--- config.mk ---
export PLATFORM = sky130hd
export DESIGN_NAME = tap_estimator
export DESIGN_NICKNAME = d
export VERILOG_FILES = /design/src/rtl/tap_est_pkg.sv /design/src/rtl/tap_est_ctrl.sv /design/src/rtl/tap_est_finger.sv /design/src/rtl/tap_est_datapath.sv /design/src/rtl/tap_estimator.sv
export SDC_FILE = /design/constraint.sdc
export NUM_CORES = 2
export LEC_CHECK = 0
export ABC_AREA = 1
export BUFFER_PORTS_ARGS = -buffer_cell sky130_fd_sc_hd__buf_2
export CAP_MARGIN = 20
export CELL_PAD_IN_SITES_DETAIL_PLACEMENT = 0
export CELL_PAD_IN_SITES_GLOBAL_PLACEMENT = 1
export CORE_MARGIN = 2
export CORE_UTILIZATION = 51
export DETAILED_ROUTE_END_ITERATION = 7
export PLACE_DENSITY = 0.95
export SETUP_SLACK_MARGIN = 0.05
export SLEW_MARGIN = 15
export SYNTH_ARGS = -nofsm -noshare
export SYNTH_HDL_FRONTEND = slang
export SYNTH_SLANG_ARGS = --single-unit
--- constraint.sdc ---
create_clock -name clk -period 5.3 [get_ports clk]
set_input_delay 1.325 -clock clk [delete_from_list [all_inputs] [get_ports clk]]
set_output_delay 1.325 -clock clk [all_outputs]
set_load 0.1 [all_outputs]
--- src/rtl/tap_est_pkg.sv ---
package tap_est_pkg;

  // Strobes from control to datapath, valid in the cycle they are driven
  typedef struct packed {
    logic clrAcc;   // zero both sums in every finger
    logic accEn;    // add this chip's delayed sample into the sums
    logic capture;  // latch normalized estimates
    logic clrHold;  // zero latched estimates
  } estStrobe_t;

  typedef enum logic {
    ST_IDLE  = 1'b0,
    ST_ACCUM = 1'b1
  } estState_t;

endpackage

--- src/rtl/tap_est_ctrl.sv ---
module tap_est_ctrl
  import tap_est_pkg::*;
(
  input  logic       clk,
  input  logic       rstN,
  input  logic       chipEn,
  input  logic       startPulse,
  input  logic       stopPulse,
  input  logic       clearPulse,
  output estStrobe_t strobe,
  output logic       estValid
);

  estState_t state, stateNext;
  logic      accumulating;
  logic      validQ;

  assign accumulating = (state == ST_ACCUM);

  // Priority: clear over start over stop
  always_comb begin
    strobe.clrHold = clearPulse;
    strobe.clrAcc  = clearPulse | startPulse;
    strobe.capture = accumulating & stopPulse & ~clearPulse & ~startPulse;
    strobe.accEn   = accumulating & chipEn & ~clearPulse & ~startPulse & ~stopPulse;
  end

  always_comb begin
    stateNext = state;
    if (clearPulse)      stateNext = ST_IDLE;
    else if (startPulse) stateNext = ST_ACCUM;
    else if (stopPulse)  stateNext = ST_IDLE;
  end

  always_ff @(posedge clk or negedge rstN) begin
    if (!rstN) begin
      state  <= ST_IDLE;
      validQ <= 1'b0;
    end else begin
      state  <= stateNext;
      validQ <= strobe.capture;
    end
  end

  assign estValid = validQ;

endmodule

--- src/rtl/tap_est_finger.sv ---
module tap_est_finger
  import tap_est_pkg::*;
#(
  parameter int SAMPLE_W = 8,
  parameter int ACC_W    = 16,
  parameter int OUT_W    = 8
) (
  input  logic                       clk,
  input  logic                       rstN,
  input  estStrobe_t                 strobe,
  input  logic signed [SAMPLE_W-1:0] sampleDly,
  input  logic                       chipNeg,
  output logic signed [OUT_W-1:0]    estOut
);

  localparam int PROD_W  = SAMPLE_W + 1;
  localparam int EXT_W   = ACC_W - PROD_W;
  localparam int OUT_MAX = (1 << (OUT_W - 1)) - 1;
  localparam int OUT_MIN = -(1 << (OUT_W - 1));

  logic signed [PROD_W-1:0] sampleExt, signedProd;
  logic signed [ACC_W-1:0]  prodAcc, rawAdd;
  logic signed [ACC_W-1:0]  corrAcc, rawAcc;
  logic signed [ACC_W:0]    sumWide, halfSum;
  logic signed [OUT_W-1:0]  satOut, holdReg;

  // Negate-or-pass selection replaces the multiply by +1/-1
  assign sampleExt  = {sampleDly[SAMPLE_W-1], sampleDly};
  assign signedProd = chipNeg ? -sampleExt : sampleExt;
  assign prodAcc    = {{EXT_W{signedProd[PROD_W-1]}}, signedProd};
  assign rawAdd     = {{(ACC_W-SAMPLE_W){sampleDly[SAMPLE_W-1]}}, sampleDly};

  always_ff @(posedge clk or negedge rstN) begin
    if (!rstN) begin
      corrAcc <= '0;
      rawAcc  <= '0;
    end else if (strobe.clrAcc) begin
      corrAcc <= '0;
      rawAcc  <= '0;
    end else if (strobe.accEn) begin
      corrAcc <= corrAcc + prodAcc;
      rawAcc  <= rawAcc + rawAdd;
    end
  end

  // Bias correction: keep the sum over +1 chips, then clip to output range
  assign sumWide = {corrAcc[ACC_W-1], corrAcc} + {rawAcc[ACC_W-1], rawAcc};
  assign halfSum = sumWide >>> 1;

  always_comb begin
    if (halfSum > $signed((ACC_W+1)'(OUT_MAX)))
      satOut = OUT_W'(OUT_MAX);
    else if (halfSum < $signed((ACC_W+1)'(OUT_MIN)))
      satOut = OUT_W'(OUT_MIN);
    else
      satOut = halfSum[OUT_W-1:0];
  end

  always_ff @(posedge clk or negedge rstN) begin
    if (!rstN)               holdReg <= '0;
    else if (strobe.clrHold) holdReg <= '0;
    else if (strobe.capture) holdReg <= satOut;
  end

  assign estOut = holdReg;

endmodule

--- src/rtl/tap_est_datapath.sv ---
module tap_est_datapath
  import tap_est_pkg::*;
#(
  parameter int NUM_TAPS = 15,
  parameter int SAMPLE_W = 8,
  parameter int ACC_W    = 16,
  parameter int OUT_W    = 8,
  localparam int TAPS_W  = NUM_TAPS * OUT_W
) (
  input  logic                       clk,
  input  logic                       rstN,
  input  logic                       chipEn,
  input  logic signed [SAMPLE_W-1:0] sampleIn,
  input  logic                       spreadChip,
  input  estStrobe_t                 strobe,
  output logic [TAPS_W-1:0]          tapOut
);

  logic signed [SAMPLE_W-1:0] hist [NUM_TAPS];

  // Sample history: stage s holds the sample from s+1 chip enables ago
  always_ff @(posedge clk or negedge rstN) begin
    if (!rstN) begin
      for (int s = 0; s < NUM_TAPS; s++) hist[s] <= '0;
    end else if (chipEn) begin
      hist[0] <= sampleIn;
      for (int s = 1; s < NUM_TAPS; s++) hist[s] <= hist[s-1];
    end
  end

  for (genvar f = 0; f < NUM_TAPS; f++) begin : gFinger
    logic signed [OUT_W-1:0] est;
    tap_est_finger #(
      .SAMPLE_W(SAMPLE_W),
      .ACC_W   (ACC_W),
      .OUT_W   (OUT_W)
    ) uFinger (
      .clk      (clk),
      .rstN     (rstN),
      .strobe   (strobe),
      .sampleDly(hist[f]),
      .chipNeg  (spreadChip),
      .estOut   (est)
    );
    assign tapOut[f*OUT_W +: OUT_W] = est;
  end

endmodule

--- src/rtl/tap_estimator.sv ---
module tap_estimator
  import tap_est_pkg::*;
#(
  parameter int NUM_TAPS = 15,
  parameter int SAMPLE_W = 8,
  parameter int ACC_W    = 16,
  parameter int OUT_W    = 8,
  localparam int TAPS_W  = NUM_TAPS * OUT_W
) (
  input  logic                       clk,
  input  logic                       rstN,
  input  logic                       chipEn,
  input  logic signed [SAMPLE_W-1:0] sampleIn,
  input  logic                       spreadChip,
  input  logic                       startPulse,
  input  logic                       stopPulse,
  input  logic                       clearPulse,
  output logic [TAPS_W-1:0]          tapOut,
  output logic                       estValid
);

  estStrobe_t strobe;

  tap_est_ctrl uCtrl (
    .clk       (clk),
    .rstN      (rstN),
    .chipEn    (chipEn),
    .startPulse(startPulse),
    .stopPulse (stopPulse),
    .clearPulse(clearPulse),
    .strobe    (strobe),
    .estValid  (estValid)
  );

  tap_est_datapath #(
    .NUM_TAPS(NUM_TAPS),
    .SAMPLE_W(SAMPLE_W),
    .ACC_W   (ACC_W),
    .OUT_W   (OUT_W)
  ) uDp (
    .clk       (clk),
    .rstN      (rstN),
    .chipEn    (chipEn),
    .sampleIn  (sampleIn),
    .spreadChip(spreadChip),
    .strobe    (strobe),
    .tapOut    (tapOut)
  );

endmodule

# After elaboration in Yosys (flattened, before gate mapping)
# Index checks and enable logic that the tools add are counted.
# W data, S select, Z words.
# totals
mem_bits_rw	0
mem_bits_ro	0
elab_cells	304
mem_count	0
output_inout_bits	121
reg_bits	722
latchBits	0
# op_classes
eq_ne	0
shift	0
multipliers	0
bitwise_logic	11
muxes	138
add_sub_neg	60
reduce_logical	3
n_div	0
n_lt_le_gt_ge	30
# op_table
op	n
$mux W16	60
$mux W8	60
$add A16 B16 Y17	15
$add A16 B8 Y16	15
$add A16 B9 Y16	15
$gt A16 B8 Y1 const B	15
$lt A16 B8 Y1 const B	15
$mux W9	15
$neg A8 Y9	15
$and A1 B1 Y1	7
$reduce_bool A2 Y1	2
$mux W1	3
$not A1 Y1	3
$reduce_bool A3 Y1	1
$or A1 B1 Y1	1

# Longest topological paths before layout
# logic_depth
word_depth	6
depth_mapped	20
ltp_nobuf	19

# Modules after synthesis
# A second synthesis with hierarchy kept.
# unflattened
hier_cells	10048
area_unflattened_um2	66343.6
# modules_own_cells
module	area_each_um2	seq_area_each_um2	cells_per_inst	n_inst
tap_est_finger (uDp.gFinger[11].uFinger ...)	4116.4	1001.0	636	7
tap_est_finger (uDp.gFinger[0].uFinger ...)	4140.2	1001.0	635	3
tap_est_finger (uDp.gFinger[7].uFinger ...)	4101.4	1001.0	635	3
tap_est_datapath	4485.6	3002.9	507	1
tap_est_finger (uDp.gFinger[10].uFinger)	4125.2	1001.0	633	1
tap_est_finger (uDp.gFinger[12].uFinger)	4093.9	1001.0	633	1
tap_est_ctrl	98.8	50.0	13	1

# Worst setup path after synthesis
# Ideal clock, no wire load.
# synth_timing
path_type	in2reg
startpoint	in spreadChip
endpoint	reg uDp.gFinger[9].uFinger.corrAcc[12]
arrival_ns	3.863
n_path_buf	4
setup_slack_ns	1.310
required_time_ns	5.174
cell_stages	20
cell_sequence	buf_2 buf_2 buf_2 buf_1 nand2_1 o21ai_0 inv_1 fa_1 inv_1 nand3_1 nand2_1 inv_1 nor2_1 nor2_1 o21ai_0 a21boi_0 o21ai_0 nand2_1 nand2_1 o21ai_0
# synth_between
elab_chain_cells	4
# synth_rtl
element	line	rtl
start: declaration	tap_estimator.sv:14	input logic spreadChip,
$mux W9	tap_est_finger.sv:29	assign signedProd = chipNeg ? -sampleExt : sampleExt;
$add A16 B9 Y16	tap_est_finger.sv:41	corrAcc <= corrAcc + prodAcc;
$mux W16	tap_est_finger.sv:40	end else if (strobe.accEn) begin
$mux W16	tap_est_finger.sv:37	end else if (strobe.clrAcc) begin
end signal: assignment	tap_est_finger.sv:41	
end: declaration	tap_est_finger.sv:23	logic signed [ACC_W-1:0] corrAcc, rawAcc;
# Every way passes these cells. The select of a mux whose other input is x is not followed.
# A chain may end at the register's enable or synchronous reset.

# Final worst setup path
# layout_timing
startpoint	in chipEn
endpoint	reg uDp.gFinger[7].uFinger.corrAcc[3]
# layout_between
elab_chain_cells	5
# layout_rtl
element	line	rtl
start: declaration	tap_estimator.sv:12	input logic chipEn,
$and A1 B1 Y1 (4 in series)	tap_est_ctrl.sv:25	strobe.accEn = accumulating & chipEn & ~clearPulse & ~startPulse & ~stopPulse;
$reduce_bool A2 Y1 (no line)	-	
end signal: assignment	tap_est_finger.sv:41	
end: declaration	tap_est_finger.sv:23	
# Every way passes these cells.

==> flow_metrics.tcl <==
set metrics [dict create \
    drive_above_1_share_pct 4.71 \
    r2r_slack_ns 1.93 \
    num_rows 129 \
    switching_share_pct 34.6 \
    setup_viol 0 \
    postCtsHoldBufs 0 \
    drtIter0Drc 4272 \
    antenna_found_initial 0 \
    core-area_um2 124000 \
    cts_max_level 3 \
    syn_to_final_growth_pct 8.54 \
    grt_pass1_wl_um 291000 \
    ys_seq_area_share_pct 28.4 \
    startpoint_type "input port" \
    intPower_mw 11.0 \
    holdPathEnd "uDp.gFinger[12].uFinger.estOut[6]" \
    crit_slowest_cell "buf_4" \
    io_buffers 135 \
    p_seq_share_pct 36.7 \
    cts_buffer_depth 3 \
    syn_area_um2 63700 \
    clk_latency_ns 0.72 \
    rsz0062_at_grt "false" \
    max_cap_viol_count 0 \
    synth_area_leaders "dfrtp_1 (28%), nand2_1 (18%), ha_1 (14%)" \
    drtPass1Iterations 6 \
    cts_setup_buffers 0 \
    synth-async-reset-ratio_pct 100 \
    tns_ns 0 \
    grt_max_degree 189 \
    min-delay-path-class "register to register" \
    place_congestion 0.910 \
    clockPowerShare_pct 38.9 \
    grt_pass1_vias 58349 \
    pwr-share-comb_pct 24.4 \
    gr-total-overflow 0 \
    power.density_nw_per_um2 242 \
    yosysMostFrequentCell "nand2_1" \
    ctsResizeCount 0 \
    synth.top_cell.area_share_pct 28.4 \
    synth.net_count 10096 \
    skew_ns 0.0296 \
    criticalPathCategory "input port to register" \
    peakVddDrop_mv 0.219 \
    synth_top_cell_by_area "dfrtp_1" \
    yosys_warnings 0 \
    grt_usage_pct 27.3 \
    slew_viol_final 0 \
    die_h_um 357 \
    path_max_fanout 188 \
    wl_per_cell_um 15.7 \
    cp_slowest_stage_delay_ns 0.84 \
    synth.distinct_cells 58 \
    r2r.worst_path.cells 7 \
    switchingPower_mw 5.78 \
    synth_ff_type "dfrtp_1" \
    synth_cells 9346 \
    period_needed_ns 3.90 \
    syn_avg_cell_area_um2 6.81 \
    arrival_ns 4.51 \
    cts_tree "done" \
    rr_startpoint "uCtrl.accumulating" \
    hold_depth 2 \
    nets 10186 \
    crit_path_end_kind "register" \
    ctsRootBufferMaster "clkbuf_16" \
    period_share_pct 73.7 \
    die_w_um 357 \
    slew_headroom_pct 25.5 \
    worstPathRequired_ns 5.91 \
    fmax_ghz 0.256 \
    final_util_pct 55.8 \
    synth_common_cells "nand2_1 (3,027), inv_1 (1,010), o21ai_0 (733)" \
    numCtsBuffers 89 \
    drt_wl_total_um 175000 \
    io-pin-count 136 \
    min_from "uDp.gFinger[12].uFinger.estOut[6]" \
    drc_errors 0 \
    detail-route-antenna-nets 0 \
    diodes 0 \
    ys_ff_latch 722 \
    vias 61228 \
    status "complete, no violations" \
    start_util_pct 51.4 \
    finalHoldViolCount 0 \
    die_area_um2 128000 \
    crit_chain "clkbuf_8 > nand4_4 > inv_8 > nor2_4 > buf_12 > buf_4 > nand2_1 > o21ai_0" \
    hpwl_um 130000 \
    cts_sinks 722 \
    p_leak_nw 39.0 \
    worstMarginPinSlew_ns 1.12 \
    worstReg2RegEnd "uDp.gFinger[7].uFinger.corrAcc[3]" \
    clk_pin_slew_worst_paths_ns 0.06 \
    synth_edf_count 0 \
    vias_per_cell 5.49 \
]
area by class of cell:
cell class / count / area, µm²
clock buffer: 123 / 2530
fill: 12038 / 54700
multi-input combinational: 7420 / 41000
tap: 1637 / 2050
timing repair buffer: 184 / 1150
sequential: 722 / 18100
clock inverter: 39 / 531
inverter: 1019 / 3830
layout by cell type, fill, tap and decap left out, types with 14 or more instances in the layout:
cell type / count
nor3_1: 65
o21ai_1: 46
a31o_2: 22
o21ai_0: 733
nand3b_1: 18
o2111ai_1: 29
inv_1: 1007
o22ai_1: 29
o31ai_1: 82
a21oi_1: 722
a31oi_1: 28
o21bai_1: 22
clkbuf_16: 90
nor2_1: 640
nand4_1: 87
nand3_1: 552
xnor2_1: 40
buf_2: 132
clkinv_2: 17
a21o_1: 69
a21boi_0: 32
or2_2: 22
o21ai_2: 17
xor2_1: 242
dfrtp_1: 722
a32o_1: 14
nand2_1: 3027
clkbuf_1: 18
ha_1: 690
buf_4: 43
a22o_1: 30
clkbuf_8: 16
fa_1: 45
and2_1: 27
nand2_2: 29
registers in the layout (all words and copies together) (netlist names):
register                     cells
uDp.gFinger.uFinger.rawAcc     240
uDp.gFinger.uFinger.corrAcc    240
uCtrl.accumulating               1
uDp.gFinger.uFinger.estOut     120
uCtrl.estValid                   1
uDp.hist                       120
logic make-up after synthesis:
family                     count (synthesis)  share of synthesized area [%]
and+or+nand+nor                         4489                           28.6
AOI/OAI and AO/OA                       1911                           16.8
buffers and inverters                   1204                           7.34
adders and majority gates                735                           15.0
DFF                                      722                           28.4
xor gates and xnor gates                 284                           3.93
muxes                                      1                         0.0177
power by group through the flow:
stage	Clock [mW]	Sequential (mW)	Combinational [mW]
finish	6.51	6.15	4.08
global route	6.85	6.18	4.64
global placement	0	6.23	3.93
floorplan	0	6.21	2.94
CTS	6.64	6.14	4.06
detailed placement	0	6.23	4.03
stage by stage:
step                hold WS, ns  setup slack [ns]  instances  cell area (µm²)  power (mW)
floorplan                 0.479              1.31       9346            63700        9.15
global placement          0.458             0.793      10982            66100        10.2
detailed placement        0.460             0.737      10982            66100        10.3
CTS                       0.477              1.46      11144            69100        16.8
global route              0.493              1.17      11144            69100        17.7
finish                    0.471              1.40      11144            69100        16.7
per-layer routing:
metal | global-route usage, % | part of all wire [%]
met1 | 37.0 | 47
met2 | 45.1 | 46
met3 | 3.03 | 4.5
met4 | 9.50 | 3.2
met5 | 0 | 0
worst max path at each step:
stage	start	endpoint	slack (ns)	cells after the start
global placement	chipEn	uDp.gFinger[8].uFinger.corrAcc[6]	0.79	7
floorplan	spreadChip	uDp.gFinger[9].uFinger.corrAcc[12]	1.31	20
CTS	chipEn	uDp.gFinger[7].uFinger.corrAcc[3]	1.46	8
detailed placement	chipEn	uDp.gFinger[9].uFinger.corrAcc[3]	0.74	8
finish	chipEn	uDp.gFinger[7].uFinger.corrAcc[3]	1.40	8
global route	chipEn	uDp.gFinger[8].uFinger.rawAcc[15]	1.17	8
worst max-delay path: cells and delay by family:
| family | cells | cell delay (ns) |
|---|---|---|
| buffers and inverters | 4 | 2.04 |
| AO/OA/AOI/OAI | 1 | 0.13 |
| AND/OR/NAND/NOR | 3 | 0.77 |
Note: power is estimated with default switching activity, not from simulation.
